--- config.mk ---
export PLATFORM = sky130hd
export DESIGN_NAME = i2c_pair_expander
export DESIGN_NICKNAME = d
export VERILOG_FILES = /design/src/rtl/expander_pkg.sv /design/src/rtl/exp_bus_sync.sv /design/src/rtl/exp_ctrl.sv /design/src/rtl/exp_dpath.sv /design/src/rtl/i2c_pair_expander.sv
export SDC_FILE = /design/constraint.sdc
export NUM_CORES = 1
export LEC_CHECK = 0
export BUFFER_PORTS_ARGS = -buffer_cell sky130_fd_sc_hd__buf_2
export CAP_MARGIN = 20
export CORE_MARGIN = 3
export CORE_UTILIZATION = 50
export DETAILED_ROUTE_END_ITERATION = 8
export PLACE_DENSITY_LB_ADDON = 0.08
export SKIP_LAST_GASP = 1
export SYNTH_ARGS = -nofsm -noshare
export SYNTH_HDL_FRONTEND = slang
export SYNTH_SLANG_ARGS = --single-unit
--- constraint.sdc ---
create_clock -name clk -period 3.55 [get_ports clk]
set_input_delay 0.71 -clock clk [delete_from_list [all_inputs] [get_ports clk]]
set_output_delay 0.71 -clock clk [all_outputs]
set_load 0.01 [all_outputs]
--- src/rtl/expander_pkg.sv ---
package expander_pkg;
  localparam int BYTE_W = 8;

  typedef enum logic [2:0] {
    ST_IDLE,
    ST_ADDR,
    ST_ADDR_ACK,
    ST_WR_BITS,
    ST_WR_ACK,
    ST_RD_BITS,
    ST_RD_ACK
  } busState_e;

  // strobes issued by control, consumed by the datapath
  typedef struct packed {
    logic shiftIn;   // take sampled SDA into the byte register
    logic shiftOut;  // advance the transmit byte by one bit
    logic loadPins;  // capture one pin lane into the byte register
    logic commit;    // copy the byte register into one latch lane
  } strobe_t;
endpackage

--- src/rtl/exp_bus_sync.sv ---
module exp_bus_sync #(
  parameter int STAGES = 2
) (
  input  logic clk,
  input  logic rstN,
  input  logic sclIn,
  input  logic sdaIn,
  output logic sdaBit,
  output logic sclRise,
  output logic sclFall,
  output logic startDet,
  output logic stopDet
);
  logic [STAGES-1:0] sclPipe;
  logic [STAGES-1:0] sdaPipe;
  logic sclPrev;
  logic sdaPrev;
  logic sclNow;

  always_ff @(posedge clk) begin
    if (!rstN) begin
      sclPipe <= '1;
      sdaPipe <= '1;
      sclPrev <= 1'b1;
      sdaPrev <= 1'b1;
    end else begin
      sclPipe <= {sclPipe[STAGES-2:0], sclIn};
      sdaPipe <= {sdaPipe[STAGES-2:0], sdaIn};
      sclPrev <= sclPipe[STAGES-1];
      sdaPrev <= sdaPipe[STAGES-1];
    end
  end

  assign sclNow   = sclPipe[STAGES-1];
  assign sdaBit   = sdaPipe[STAGES-1];
  assign sclRise  = sclNow & ~sclPrev;
  assign sclFall  = ~sclNow & sclPrev;
  assign startDet = sclNow & sclPrev & sdaPrev & ~sdaBit;
  assign stopDet  = sclNow & sclPrev & ~sdaPrev & sdaBit;
endmodule

--- src/rtl/exp_ctrl.sv ---
module exp_ctrl
  import expander_pkg::*;
#(
  parameter int STRAP_W = 3,
  parameter logic [6-STRAP_W:0] ADDR_PREFIX = 4'b0100,
  parameter int LANES = 2,
  parameter int LANE_W = 1
) (
  input  logic               clk,
  input  logic               rstN,
  input  logic               sclRise,
  input  logic               sclFall,
  input  logic               sdaBit,
  input  logic               startDet,
  input  logic               stopDet,
  input  logic [STRAP_W-1:0] strap,
  input  logic [BYTE_W-1:0]  rxByte,
  input  logic               txMsb,
  output strobe_t            stb,
  output logic [LANE_W-1:0]  laneSel,
  output logic               sdaPullLow,
  output logic               rdAckPulse,
  output logic               wrAckPulse
);
  localparam int BIT_W = $clog2(BYTE_W);
  localparam logic [BIT_W-1:0] LAST_BIT = BIT_W'(BYTE_W - 1);
  localparam logic [LANE_W-1:0] LAST_LANE = LANE_W'(LANES - 1);

  busState_e state, stateN;
  logic [BIT_W-1:0]  bitCnt, bitCntN;
  logic [LANE_W-1:0] lane, laneN, laneInc;
  logic byteFull, byteFullN;
  logic isRead, isReadN;
  logic rdP, wrP;
  logic addrHit;

  assign addrHit = (rxByte[BYTE_W-1:1] == {ADDR_PREFIX, strap});
  assign laneInc = (lane == LAST_LANE) ? '0 : lane + LANE_W'(1);

  always_comb begin
    stateN    = state;
    bitCntN   = bitCnt;
    laneN     = lane;
    byteFullN = byteFull;
    isReadN   = isRead;
    stb       = '0;
    rdP       = 1'b0;
    wrP       = 1'b0;
    if (startDet) begin
      stateN    = ST_ADDR;
      bitCntN   = '0;
      byteFullN = 1'b0;
      laneN     = '0;
    end else if (stopDet) begin
      stateN    = ST_IDLE;
      byteFullN = 1'b0;
    end else begin
      unique case (state)
        ST_ADDR, ST_WR_BITS: begin
          if (sclRise) begin
            stb.shiftIn = 1'b1;
            if (bitCnt == LAST_BIT) byteFullN = 1'b1;
            else bitCntN = bitCnt + BIT_W'(1);
          end else if (sclFall && byteFull) begin
            byteFullN = 1'b0;
            bitCntN   = '0;
            if (state == ST_WR_BITS) begin
              stateN = ST_WR_ACK;
            end else if (addrHit) begin
              stateN  = ST_ADDR_ACK;
              isReadN = rxByte[0];
            end else begin
              stateN = ST_IDLE;
            end
          end
        end
        ST_ADDR_ACK: begin
          if (sclRise && isRead) rdP = 1'b1;
          if (sclFall) begin
            laneN   = '0;
            bitCntN = '0;
            if (isRead) begin
              stb.loadPins = 1'b1;
              stateN = ST_RD_BITS;
            end else begin
              stateN = ST_WR_BITS;
            end
          end
        end
        ST_WR_ACK: begin
          if (sclRise) stb.commit = 1'b1;
          if (sclFall) begin
            wrP    = 1'b1;
            laneN  = laneInc;
            stateN = ST_WR_BITS;
          end
        end
        ST_RD_BITS: begin
          if (sclFall) begin
            stb.shiftOut = 1'b1;
            if (bitCnt == LAST_BIT) begin
              stateN  = ST_RD_ACK;
              bitCntN = '0;
            end else begin
              bitCntN = bitCnt + BIT_W'(1);
            end
          end
        end
        ST_RD_ACK: begin
          if (sclRise) begin
            rdP = 1'b1;
            if (sdaBit) stateN = ST_IDLE;
          end else if (sclFall) begin
            laneN        = laneInc;
            stb.loadPins = 1'b1;
            stateN       = ST_RD_BITS;
          end
        end
        default: ;
      endcase
    end
  end

  assign laneSel = laneN;

  always_ff @(posedge clk) begin
    if (!rstN) begin
      state      <= ST_IDLE;
      bitCnt     <= '0;
      lane       <= '0;
      byteFull   <= 1'b0;
      isRead     <= 1'b0;
      rdAckPulse <= 1'b0;
      wrAckPulse <= 1'b0;
    end else begin
      state      <= stateN;
      bitCnt     <= bitCntN;
      lane       <= laneN;
      byteFull   <= byteFullN;
      isRead     <= isReadN;
      rdAckPulse <= rdP;
      wrAckPulse <= wrP;
    end
  end

  assign sdaPullLow = (state == ST_ADDR_ACK) || (state == ST_WR_ACK) ||
                      ((state == ST_RD_BITS) && !txMsb);

  // a Stop always leaves the line released
  a_r7_release_after_stop: assert property (@(posedge clk) disable iff (!rstN)
    $past(stopDet) |-> !sdaPullLow);
  // a Start always leaves the line released while the address arrives
  a_r9_release_after_start: assert property (@(posedge clk) disable iff (!rstN)
    $past(startDet) |-> !sdaPullLow);
  // the two acknowledge pulses never coincide
  a_r11_pulses_exclusive: assert property (@(posedge clk) disable iff (!rstN)
    !(rdAckPulse && wrAckPulse));
  // a write pulse always follows a bus clock fall
  a_r11_wr_after_fall: assert property (@(posedge clk) disable iff (!rstN)
    wrAckPulse |-> $past(sclFall));
  // a read pulse always follows a bus clock rise
  a_r11_rd_after_rise: assert property (@(posedge clk) disable iff (!rstN)
    rdAckPulse |-> $past(sclRise));
endmodule

--- src/rtl/exp_dpath.sv ---
module exp_dpath
  import expander_pkg::*;
#(
  parameter int PORT_W = 16,
  parameter int LANES = 2,
  parameter int LANE_W = 1,
  parameter int SYNC_STAGES = 2
) (
  input  logic              clk,
  input  logic              rstN,
  input  strobe_t           stb,
  input  logic [LANE_W-1:0] laneSel,
  input  logic              sdaBit,
  input  logic [PORT_W-1:0] pinIn,
  output logic [BYTE_W-1:0] rxByte,
  output logic              txMsb,
  output logic [PORT_W-1:0] portOut
);
  logic [SYNC_STAGES-1:0][PORT_W-1:0] pinPipe;
  logic [PORT_W-1:0] pinNow;
  logic [BYTE_W-1:0] byteReg;
  logic [PORT_W-1:0] portLatch;

  always_ff @(posedge clk) begin
    if (!rstN) pinPipe <= '1;
    else       pinPipe <= {pinPipe[SYNC_STAGES-2:0], pinIn};
  end
  assign pinNow = pinPipe[SYNC_STAGES-1];

  always_ff @(posedge clk) begin
    if (!rstN) begin
      byteReg <= '1;
    end else if (stb.loadPins) begin
      byteReg <= pinNow[int'(laneSel)*BYTE_W +: BYTE_W];
    end else if (stb.shiftIn) begin
      byteReg <= {byteReg[BYTE_W-2:0], sdaBit};
    end else if (stb.shiftOut) begin
      byteReg <= {byteReg[BYTE_W-2:0], 1'b1};
    end
  end

  for (genvar g = 0; g < LANES; g++) begin : gLane
    always_ff @(posedge clk) begin
      if (!rstN) begin
        portLatch[g*BYTE_W +: BYTE_W] <= '1;
      end else if (stb.commit && (laneSel == LANE_W'(g))) begin
        portLatch[g*BYTE_W +: BYTE_W] <= byteReg;
      end
    end
  end

  assign rxByte  = byteReg;
  assign txMsb   = byteReg[BYTE_W-1];
  assign portOut = portLatch;

  // the latch moves only on a commit strobe from control
  a_r4_latch_on_commit: assert property (@(posedge clk) disable iff (!rstN)
    !$stable(portLatch) |-> $past(stb.commit));
  // a commit never lands during a pin capture
  a_r4_commit_not_load: assert property (@(posedge clk) disable iff (!rstN)
    !(stb.commit && stb.loadPins));
endmodule

--- src/rtl/i2c_pair_expander.sv ---
module i2c_pair_expander
  import expander_pkg::*;
#(
  parameter int PORT_W = 16,
  parameter int STRAP_W = 3,
  parameter logic [6-STRAP_W:0] ADDR_PREFIX = 4'b0100,
  parameter int SYNC_STAGES = 2
) (
  input  logic               clk,
  input  logic               rstN,
  input  logic               sclIn,
  input  logic               sdaIn,
  input  logic [STRAP_W-1:0] strap,
  input  logic [PORT_W-1:0]  pinIn,
  output logic               sdaPullLow,
  output logic [PORT_W-1:0]  portOut,
  output logic               rdAckPulse,
  output logic               wrAckPulse
);
  localparam int LANES  = PORT_W / BYTE_W;
  localparam int LANE_W = (LANES > 1) ? $clog2(LANES) : 1;

  logic sdaBit, sclRise, sclFall, startDet, stopDet;
  logic [BYTE_W-1:0] rxByte;
  logic txMsb;
  logic [LANE_W-1:0] laneSel;
  strobe_t stb;

  exp_bus_sync #(.STAGES(SYNC_STAGES)) uSync (
    .clk(clk), .rstN(rstN), .sclIn(sclIn), .sdaIn(sdaIn),
    .sdaBit(sdaBit), .sclRise(sclRise), .sclFall(sclFall),
    .startDet(startDet), .stopDet(stopDet)
  );

  exp_ctrl #(
    .STRAP_W(STRAP_W), .ADDR_PREFIX(ADDR_PREFIX),
    .LANES(LANES), .LANE_W(LANE_W)
  ) uCtrl (
    .clk(clk), .rstN(rstN), .sclRise(sclRise), .sclFall(sclFall),
    .sdaBit(sdaBit), .startDet(startDet), .stopDet(stopDet),
    .strap(strap), .rxByte(rxByte), .txMsb(txMsb), .stb(stb),
    .laneSel(laneSel), .sdaPullLow(sdaPullLow),
    .rdAckPulse(rdAckPulse), .wrAckPulse(wrAckPulse)
  );

  exp_dpath #(
    .PORT_W(PORT_W), .LANES(LANES), .LANE_W(LANE_W),
    .SYNC_STAGES(SYNC_STAGES)
  ) uDpath (
    .clk(clk), .rstN(rstN), .stb(stb), .laneSel(laneSel),
    .sdaBit(sdaBit), .pinIn(pinIn), .rxByte(rxByte),
    .txMsb(txMsb), .portOut(portOut)
  );
endmodule

-- Yosys cells after proc, flatten, opt, wreduce, memory -nomap -nowiden
Index checks and enable logic that the tools add are counted.
W data, S select, Z words.
- bits in registers: 73
- bits in latches: 0
- bits in writable memories: 0
- ROM bits: 0
- output and inout port bits: 19
- logic and storage cells: 135
- memories kept: 0
- add/sub/neg operators: 2
- multiply operators: 0
- divide/modulo/power cells: 0
- $lt $le $gt $ge: 0
- eq/ne operators: 27
- shifts and indexed selects: 1
- mux-type cells: 48
- bitwise operators: 18
- reduce and logical (&&, ||, !) cells: 22
- operators with widths (kind ; number):
    $mux W3 ; 17
    $mux W8 ; 3
    $mux W1 ; 20
    $ne A4 B3 Y1 const B ; 5
    $reduce_and A9 Y1 ; 2
    $shiftx A16 B5 Y8 ; 1
    $pmux W3 S5 ; 1
    $eq A3 B3 Y1 const B ; 4
    $not A1 Y1 ; 11
    $ne A2 B1 Y1 const B ; 5
    $pmux W3 S3 ; 1
    $mux W4 ; 2
    $and A1 B1 Y1 ; 7
    $eq A7 B6 Y1 ; 1
    $reduce_and A7 Y1 ; 1
    $reduce_bool A7 Y1 ; 1
    $eq A3 B2 Y1 const B ; 2
    $ne A3 B1 Y1 const B ; 2
    $ne A3 B3 Y1 const B ; 2
    $reduce_and A6 Y1 ; 1
    $reduce_bool A3 Y1 ; 2
    $logic_and A1 B1 Y1 ; 5
    $ne A5 B3 Y1 const B ; 1
    $ne A5 B5 Y1 const B ; 1
    other kinds (16) ; 20

-- Depth between registers and ports, before layout
Gate-level depths: netlist of run 1.
- depth after elaboration: 10
- mapped depth: 9
- gate-level depth less buffers: 8

-- By module
A second synthesis of run 1 with hierarchy kept.
- cell total of the unflattened synthesis: 324
- area, all modules: 3042.9 µm²
- modules (own cells, without submodules) (module ; times used ; cells an instance ; area an instance (µm²) ; sequential area each (µm²)):
    exp_dpath ; 1 ; 195 ; 1914.3 ; 1121.1
    exp_ctrl ; 1 ; 113 ; 938.4 ; 220.2
    exp_bus_sync ; 1 ; 16 ; 190.2 ; 120.1

-- Worst setup path after synthesis of run 1
Ideal clock, no wire load.
- kind: flip-flop to flip-flop
- start: register uSync.sclPipe[1]
- end: register uDpath.portLatch[13], in the netlist uDpath.portOut[13]
- arrival: 1.742 ns
- required time: 3.408 ns
- path slack: 1.667 ns
- cell stages (with the launch flop): 9
- path buffers: 1
- period minus slack after synthesis: 1.883 ns
- cell sequence: dfxtp_1 -> and2b_1 -> inv_2 -> ha_1 -> a221oi_2 -> o211ai_2 -> buf_2 -> o21ai_1 -> o211ai_1
- longest elaborated chain between the ends: 8
- elaborated cells between the ends (all ways): 19
- classes of those cells: 10 x mux; 8 x bitwise; 1 x reduce/logical
- ends and longest elaborated chain (what ; line ; source):
    start, declared ; exp_bus_sync.sv:14 ; logic [STAGES-1:0] sclPipe;
    start signal, assigned ; exp_bus_sync.sv:27 ; sclPipe <= {sclPipe[STAGES-2:0], sclIn};
    $not A1 Y1 ; exp_bus_sync.sv:37 ; assign sclFall = ~sclNow & sclPrev;
    $and A1 B1 Y1 ; exp_bus_sync.sv:37 ;
    $mux W1 ; exp_ctrl.sv:92, exp_ctrl.sv:113 ;
    $mux W1 ; exp_ctrl.sv:110 ; if (sclRise) begin
    $pmux W1 S3 ; exp_ctrl.sv:58 ; unique case (state)
    $mux W1 ; exp_ctrl.sv:54 ; end else if (stopDet) begin
    $mux W1 ; exp_ctrl.sv:49 ; if (startDet) begin
    $logic_and A1 B1 Y1 * ; exp_dpath.sv:46 ; end else if (stb.commit && (laneSel == LANE_W'(g))) begin
    end signal, assigned by index ; exp_dpath.sv:47 ; portLatch[g*BYTE_W +: BYTE_W] <= byteReg;
    end, declared ; exp_dpath.sv:22 ; logic [PORT_W-1:0] portLatch;
Mark *: on every way between the ends. The rest lies on a longest branch, timed or not.
A chain may end at the register's enable or synchronous reset.

-- Worst setup path after layout of run 1
- start: register uSync.sclPrev
- end: register uDpath.portLatch[8], in the netlist uDpath.portOut[8]
- longest elaborated chain between the ends: 7
- elaborated cells between the ends (all ways): 19
- classes of those cells: 10 x mux; 8 x bitwise; 1 x reduce/logical
- ends and longest elaborated chain (what ; line ; source):
    start, declared ; exp_bus_sync.sv:16 ; logic sclPrev;
    start signal, assigned ; exp_bus_sync.sv:29 ; sclPrev <= sclPipe[STAGES-1];
    $and A1 B1 Y1 / $not A1 Y1 (equally long branches) ; exp_bus_sync.sv:37, exp_bus_sync.sv:36 ;
    $mux W1 / $and A1 B1 Y1 (equally long branches) ; exp_ctrl.sv:92, exp_ctrl.sv:113, exp_bus_sync.sv:36 ;
    $mux W1, on equally long branches ; exp_ctrl.sv:110, exp_ctrl.sv:91 ;
    $pmux W1 S3 / $mux W1 (equally long branches) ; exp_ctrl.sv:58 ;
    $mux W1 / $mux W4 (equally long branches) ; exp_ctrl.sv:54 ;
    $mux W1 / $mux W4 (equally long branches) ; exp_ctrl.sv:49 ;
    $logic_and A1 B1 Y1 * ; exp_dpath.sv:46 ;
Marked as above.

==> results of run 1 <==
[final cells by class]
cell class / count / area share (%)
Clock inverter: 4 / 0.855
Multi-Input combinational cell: 213 / 41.7
Inverter: 5 / 0.558
Clock buffer: 11 / 4.50
Timing Repair Buffer: 42 / 6.32
Sequential cell: 73 / 43.4
Tap cell: 72 / 2.68
[synthesized netlist by cell type (all sizes together), types with 2 or more instances]
library cell | count | area share, %
a211oi | 4 | 1.2
mux2i | 6 | 2.0
nor2b | 3 | 0.62
dfxtp | 73 | 48
nor4 | 3 | 0.62
nor3 | 3 | 0.66
nand4b | 3 | 0.87
a32oi | 7 | 2.0
o211ai | 19 | 4.9
ha | 3 | 1.2
xnor2 | 4 | 1.2
a221oi | 3 | 1.1
and2b | 4 | 0.99
nor2 | 11 | 1.4
nand3b | 10 | 2.9
a21o | 2 | 0.50
a31oi | 2 | 0.41
buf | 13 | 3.7
nand2b | 41 | 8.5
clkbuf | 8 | 0.99
inv | 5 | 0.62
o21ai | 32 | 5.3
a21oi | 3 | 0.50
nand2 | 31 | 3.8
[per-stage QoR]
step / total power, mW / area [µm²] / utilization, %
2_1_floorplan: 0.911 / 3020 / -
3_3_place_gp: 0.929 / 3190 / 56.1
3_5_place_dp: 0.930 / 3190 / 56.1
4_1_cts: 1.51 / 3370 / 59.3
5_1_grt: 1.56 / 3370 / 59.3
6_report: 1.49 / 3370 / 59.3
[path summary, 6_finish.rpt]
check / to / startpoint / slack (ns) / cells after the start
worst min register to register: uDpath.pinNow[12] / uDpath.pinPipe[12] / 0.41 / 1
worst max register to register: uDpath.portOut[8] / uSync.sclPrev / 1.03 / 8
worst min-delay path: uDpath.pinNow[12] / uDpath.pinPipe[12] / 0.41 / 1
worst max-delay path: uDpath.portOut[8] / uSync.sclPrev / 1.03 / 8
[cell usage in the layout (no fill, tap or decap), types with 2 or more instances in the layout]
master       n
buf_2       41
a211oi_1     3
dfxtp_1     73
nand3b_1     9
a21o_1       2
and2b_1      4
clkbuf_8    11
clkinvlp_4   2
nor2b_1      3
nor2_1      11
o21ai_1      5
xnor2_1      4
nor3_1       2
inv_1        4
nand2b_1    41
nand2_1     31
mux2i_1      6
o21ai_0     27
ha_1         3
a221oi_1     2
nor4_1       3
a31oi_1      2
a21oi_1      3
nand4b_1     3
a32oi_1      7
o211ai_1    18
[state kept, by name, indices dropped and copies added (netlist names), 2 cells and up]
register / flops
uCtrl.bitCnt: 3
uCtrl.state: 3
uDpath.pinNow: 16
uDpath.pinPipe: 16
uDpath.portOut: 16
uDpath.rxByte: 8
uSync.sclPipe: 2
uSync.sdaPipe: 2
[routing by layer]
metal  vias up  global-route usage [%]
li1       1172                       -
met1       975                    25.2
met2        61                    22.3
met3        10                    5.73
met4         0                    7.02
met5         -                       0
[power groups by stage]
stage | clock network [mW] | logic [mW] | registers [mW]
2_1_floorplan | 0 | 0.0485 | 0.862
3_3_place_gp | 0 | 0.0602 | 0.869
3_5_place_dp | 0 | 0.0607 | 0.870
4_1_cts | 0.601 | 0.0608 | 0.851
5_1_grt | 0.638 | 0.0695 | 0.853
6_report | 0.583 | 0.0605 | 0.851
[worst max-delay path, cell delays in order, from the launching register on]
cell	delay, ns
dfxtp_1	0.51
and2b_1	0.23
inv_2	0.08
ha_1	0.19
nor2b_1	0.12
o211ai_1	0.14
o211ai_2	0.81
o21ai_0	0.23
o211ai_1	0.13
[cells by family (layout without fill, tap and decap cells)]
kind of cell | Yosys count | count (layout) | synth area share (%)
DFF | 73 | 73 | 48.3
xor gates and xnor gates | 4 | 4 | 1.16
AOI/OAI and AO/OA | 82 | 82 | 19.2
muxes | 6 | 6 | 1.99
adders and majority gates | 3 | 3 | 1.24
and+or+nand+nor | 118 | 118 | 22.8
buffers and inverters | 26 | 62 | 5.30
==> impl_metrics.tcl, run 1 <==
set metrics [dict create \
    outcome "finished clean" \
    cp_max_fo 25 \
    viasPerCell 5.28 \
    vias 2218 \
    finalCritPeriodShare_pct 71.0 \
    first_pass_iters 4 \
    clockPowerShare_pct 39.0 \
    critPathLaunchType "flop" \
    hold_violations 0 \
    core_um2 5680 \
    hp-class "reg -> reg" \
    syn_nets 338 \
    gr-total-overflow 0 \
    antenna_cells 0 \
    tns_ns 0 \
    syn_area_um2 3020 \
    hold_buffers 0 \
    finalClockSkew_ns 0.0103 \
    clock_latency_ns 0.34 \
    area_growth_pct 11.3 \
    seq_area_um2 1460 \
    synthArstFlopShare_pct 0 \
    required_ns 3.81 \
    slew_violations 0 \
    internal_power_mw 1.15 \
    cts_made_buffers 9 \
    wl_per_cell_um 13.5 \
    grt_setup_unrepaired "false" \
    fmax_ghz 0.397 \
    synth_flop_cell "dfxtp_1" \
    power_density_nw_per_um2 444 \
    synth.distinct_cells 53 \
    p_sw_share_pct 22.7 \
    synth_edf_count 0 \
    io_buffer_count 41 \
    initial_core_util_pct 53.3 \
    seqPwrFrac_pct 56.9 \
    min_period_ns 2.52 \
    grt_max_degree 43 \
    yosysSeqAreaShare_pct 48.3 \
    clk_root_buffer_cell "clkbuf_8" \
    drtAntennaViolNets 0 \
    multi_input_area_um2 1400 \
    ys_seq_elements 73 \
    fillerInstances 505 \
    setup.worst_path.class "reg -> reg" \
    cap_violations 0 \
    dp_hpwl_mm 3.83 \
    finalSetupViolations 0 \
    avgSynthCellArea_um2 9.69 \
    worst_pin_slew_ns 0.948 \
    io_pins 42 \
    place.gp.congestion 0.916 \
    setup_ws_ns 1.03 \
    whs_ns 0.408 \
    drt_iter0_drc 159 \
    syn_inst 312 \
    antenna_found_initial 0 \
    worstPathArrival_ns 2.78 \
    critPathCaptureType "flop" \
    rows 27 \
    wl_met1_mm 2.95 \
    irDropWorstVdd_mv 0.297 \
    ys.warnings.count 0 \
    nets 370 \
    p_leak_nw 1.25 \
    dieArea_um2 7020 \
    relSlewSlack_pct 36.6 \
    dieHeight_um 83.8 \
    p_switching_uw 339 \
    pwr-share-comb_pct 4.0 \
    postCtsSetupBuffers 0 \
    first_global_vias 1945 \
    pre_cts_ws_ns 1.05 \
    grt_pass1_wl_mm 9.72 \
    clkTransAtPathRegs_ns 0.08 \
    finalWirelength_mm 5.66 \
    routed-wl-met3_um 344 \
    cts.path.max_buffers 2 \
    routed-wl-met2_mm 2.28 \
    cts_tree "yes" \
    cts.repair.resized 0 \
    die_x_um 83.8 \
    routed.top_layer "met4" \
    drive_above_1_share_pct 19.8 \
    cts.sinks 73 \
    dpl.cell_count 405 \
    drc 0 \
    fin_cells 420 \
    grt.total_usage_pct 17.0 \
    cts_htree_levels 3 \
]
Note: power is estimated with default switching activity, not from simulation.
==> inputs of run 2 (changes only) <==
Clock period 3.55 ns to 2.23 ns, I/O delays scaled along.
==> run 2 against run 1 <==
Net effect:
- clock skew down 0.0013 ns
- hold slack worse by 0.13 ns
- first-iteration DRC count down 1.3%
- total power up 62%
- sequential power up 59%
- critical path depth down 4
- flip-flop and latch count unchanged
- sequential share of layout area down 1.0 points
- setup slack worse by 0.83 ns
- register-to-register slack worse by 0.80 ns
- via count up 1.5%
- utilization up 1.5 points
- critical path type is now reg -> out
- critical endpoint is now sdaPullLow
- highest routed layer unchanged
==> impl_metrics.tcl, run 2 (synthesized netlist as in run 1, its figures left out) <==
set metrics [dict create \
    outcome "finished clean" \
    irDropWorstVdd_mv 0.458 \
    grt_pass1_wl_mm 10.2 \
    finalSetupViolations 0 \
    placed_cell_area_um2 3270 \
    antenna_found_initial 0 \
    holdPathStages 2 \
    setup_ws_ns 0.200 \
    clk_root_buffer_cell "clkbuf_8" \
    hp-class "in -> reg" \
    area_growth_pct 14.1 \
    postCtsSetupBuffers 0 \
    r2r-end "uDpath.portOut[9]" \
    p_sw_share_pct 25.1 \
    drive_above_1_share_pct 22.6 \
    grt.total_usage_pct 17.6 \
    worst_pin_slew_ns 0.635 \
    layout_commonest_cell "dfxtp_1" \
    nets 379 \
    die_x_um 83.8 \
    fmax_ghz 0.493 \
    whs_ns 0.282 \
    worstPathArrival_ns 1.58 \
    finalWirelength_mm 5.74 \
    critPathCaptureType "output port" \
    first_global_vias 2203 \
    cts_tree "yes" \
    fin_util_pct 60.8 \
    core_um2 5680 \
    place.gp.congestion 0.829 \
    cts_made_buffers 9 \
    cap_violations 0 \
    mostFrequentLayoutCells "dfxtp_1, nand2b_1, buf_2" \
    clock_latency_ns 0.34 \
    dieHeight_um 83.8 \
    drtAntennaViolNets 0 \
    crit_path_end "sdaPullLow" \
    clkTransAtPathRegs_ns 0.09 \
    drc 0 \
    cts.sinks 73 \
    internal_power_mw 1.81 \
    rr_startpoint "uSync.sclPipe[1]" \
    pwr-share-comb_pct 4.6 \
    tns_ns 0 \
    slew_violations 0 \
    critPathLaunchType "flop" \
    dpl.cell_count 414 \
    p_switching_uw 607 \
    rows 27 \
    wl_per_cell_um 13.3 \
    min_period_ns 2.03 \
    cp_max_fo 14 \
    setup.worst_path.class "reg -> out" \
    viasPerCell 5.24 \
    reg2reg_depth 8 \
    dp_hpwl_mm 3.99 \
    io_buffer_count 41 \
    dieArea_um2 7020 \
    required_ns 1.78 \
    power_density_nw_per_um2 700 \
    finalClockSkew_ns 0.00902 \
    fin_area_um2 3450 \
    io_pins 42 \
    grt_max_degree 26 \
    gr-total-overflow 0 \
    cts.path.max_buffers 2 \
    first_pass_iters 5 \
    initial_core_util_pct 53.3 \
    grt_setup_unrepaired "false" \
    startpoint "uCtrl.state[0]" \
    total_power_mw 2.42 \
    cts_htree_levels 3 \
    antenna_cells 0 \
    relSlewSlack_pct 57.2 \
    vias 2252 \
    fin_cells 430 \
    seqPwrFrac_pct 55.8 \
    clockPowerShare_pct 39.6 \
    pre_cts_ws_ns 0.258 \
    p_leak_nw 1.30 \
    drt_iter0_drc 157 \
    finalCritPeriodShare_pct 91.0 \
    hold_violations 0 \
    ff2ff_setup_slack_ns 0.23 \
]
run 2: cell type report:
class | instances | area, µm²
clock buffer | 9 | 124
fill | 495 | 2220
sequential | 73 | 1460
multi-input combinational | 213 | 1400
timing repair buffer | 51 | 293
clock inverter | 7 | 60.1
tap | 72 | 90.1
inverter | 5 | 18.8
run 2: worst max-delay path: stages (launching register included):
cell     delay [ns]
dfxtp_1        0.63
buf_4          0.27
a21o_1         0.10
o21ai_0        0.09
buf_2          0.16
run 2: worst min path at each step:
| stage | from | end | slack, ns |
|---|---|---|---|
| floorplan | uDpath.pinPipe[0] | uDpath.pinNow[0] | 0.39 |
| global placement | uSync.sdaPipe[0] | uSync.sdaPipe[1] | 0.39 |
| detailed placement | uDpath.pinPipe[14] | uDpath.pinNow[14] | 0.39 |
| CTS | pinIn[12] | uDpath.pinPipe[12] | 0.26 |
| global route | pinIn[12] | uDpath.pinPipe[12] | 0.26 |
| finish | pinIn[6] | uDpath.pinPipe[6] | 0.28 |
run 2: layer usage:
metal	up-vias	global-route usage (%)	part of all wire, %	wire length (µm)
met3	4	4.24	7.6	439
met2	77	24.5	40	2310
met1	978	25.8	51	2940
li1	1193	-	-	-
met5	-	0	0	0
met4	0	7.46	0.75	43
run 2: power groups by stage:
stage / logic [mW] / registers (mW) / clock network, mW
5_1_grt: 0.125 / 1.35 / 1.04
6_report: 0.111 / 1.35 / 0.957
3_5_place_dp: 0.110 / 1.38 / 0
2_1_floorplan: 0.0771 / 1.37 / 0
4_1_cts: 0.111 / 1.35 / 0.992
3_3_place_gp: 0.111 / 1.38 / 0
run 2: what timing repair did:
item	in CTS	in global routing
endpoints found under the setup margin	1	1
endpoints found under the hold margin	0	0
gates resized for setup	1	1
hold buffers	0	0
==> inputs of run 3 (changes only) <==
Settings changed: CTS_BUF_LIST set to sky130_fd_sc_hd__clkbuf_4.
==> run 3 against run 2 <==
Net effect:
- first-iteration DRC count rose by 1.9%
- design area fell by 1.6%
- sequential share of layout area rose by 0.70 points
- critical path depth did not move
- clock-buffer cell count did not move
- largest power group unchanged
- highest routed layer unchanged
==> impl_metrics.tcl, run 3 (synthesized netlist as in run 1, its figures left out) <==
set metrics [dict create \
    finalSetupViolations 0 \
    critPathLaunchType "flop" \
    cts.path.max_buffers 2 \
    io_buffer_count 41 \
    required_ns 1.78 \
    min_period_ns 2.10 \
    cts.sinks 73 \
    grt_max_degree 26 \
    slew_violations 0 \
    relSlewSlack_pct 59.0 \
    die_x_um 83.8 \
    irDropWorstVdd_mv 0.425 \
    finalWirelength_mm 5.74 \
    clkTransAtPathRegs_ns 0.14 \
    path_cells "buf_4 -> a21o_1 -> o21ai_0 -> buf_2" \
    fin_util_pct 59.8 \
    finalCritPeriodShare_pct 94.3 \
    cap_violations 0 \
    first_global_vias 2180 \
    whs_ns 0.216 \
    drc 0 \
    drtAntennaViolNets 0 \
    hp-class "in -> reg" \
    path_buf_inv 2 \
    fillerInstances 504 \
    crit_family "flip-flops" \
    clock_latency_ns 0.40 \
    layout_commonest_cell "dfxtp_1" \
    p_leak_nw 1.27 \
    place.gp.congestion 0.829 \
    cpMaxStageDelayCell "dfxtp_1" \
    fmax_ghz 0.476 \
    gr-total-overflow 0 \
    finalClockSkew_ns 0.0152 \
    critPathCaptureType "output port" \
    setup.worst_path.class "reg -> out" \
    antenna_cells 0 \
    drt_iter0_drc 160 \
    first_pass_iters 4 \
    dieHeight_um 83.8 \
    nets 379 \
    cts_made_buffers 9 \
    grt_setup_unrepaired "false" \
    hold_violations 0 \
    area_growth_pct 12.3 \
    mostFrequentLayoutCells "dfxtp_1, nand2b_1, buf_2" \
    wl_per_cell_um 13.3 \
    core_um2 5680 \
    initial_core_util_pct 53.3 \
    clk_root_buffer_cell "clkbuf_4" \
    rows 27 \
    vias 2246 \
    worst_pin_slew_ns 0.608 \
    power_density_nw_per_um2 655 \
    fin_area_um2 3400 \
    grt_pass1_wl_mm 10.1 \
    grt.total_usage_pct 17.4 \
    outcome "finished clean" \
    placed_cell_area_um2 3270 \
    viasPerCell 5.22 \
    dp_hpwl_mm 3.99 \
    antenna_found_initial 0 \
    io_pins 42 \
    tns_ns 0 \
    cp_max_fo 14 \
    dieArea_um2 7020 \
    cts_tree "yes" \
    hold_buffers 0 \
    worstPathArrival_ns 1.66 \
    worst_path_largest_cell_delay_ns 0.64 \
    cts_htree_levels 3 \
    drive_above_1_share_pct 22.6 \
]
-- run 3: changes by cell type in the layout (fill, tap and decap cells not counted) --
| cell | change |
|---|---|
| clkbuf_8 | -9 |
| clkbuf_4 | +9 |
-- run 3: metrics by stage --
stage                     setup slack, ns  power, mW  std cells
after floorplan                     0.347       1.45        312
after global placement              0.287       1.49        414
after detailed placement            0.258       1.49        414
after CTS                           0.123       2.25        430
after global routing               0.0344       2.33        430
final                               0.128       2.22        430
-- run 3: worst paths after layout --
check | cells past startpoint | startpoint | slack (ns) | end
max | 4 | uCtrl.state[0] | 0.13 | sdaPullLow
min | 2 | pinIn[5] | 0.22 | uDpath.pinPipe[5]
max reg2reg | 8 | uSync.sclPipe[1] | 0.22 | uDpath.portOut[9]
min reg2reg | 1 | uDpath.pinPipe[7] | 0.42 | uDpath.pinNow[7]
-- run 3: metal layers --
layer,share of wire (%),track usage (%),up-vias
met5,0,0,-
met4,0.80,6.14,0
met3,7.4,3.95,4
met2,39,23.7,82
met1,53,26.5,968
li1,-,-,1192
-- run 3: power breakdown --
group,switching [mW],leakage (nW),internal [mW],total (mW)
Combinational,0.0597,0.612,0.0511,0.111
Sequential,0.0121,0.599,1.34,1.35
Clock,0.516,0.0615,0.248,0.764
Total,0.588,1.27,1.64,2.22
-- run 3: what timing repair did --
| action | in CTS | in global routing |
|---|---|---|
| setup endpoints to repair | 1 | 0 |
| gates resized for setup | 2 | 0 |
| buffers inserted | 0 | 0 |
-- run 3: area by class of cell --
cell class	instances	area (µm²)	share of cell area (%)
clock buffers	9	67.6	1.99
multi-input cells	213	1400	41.3
clock inverters	7	60.1	1.77
well taps	72	90.1	2.65
inverters	5	18.8	0.553
flip-flops and latches	73	1460	43.1
repair buffers	51	293	8.62
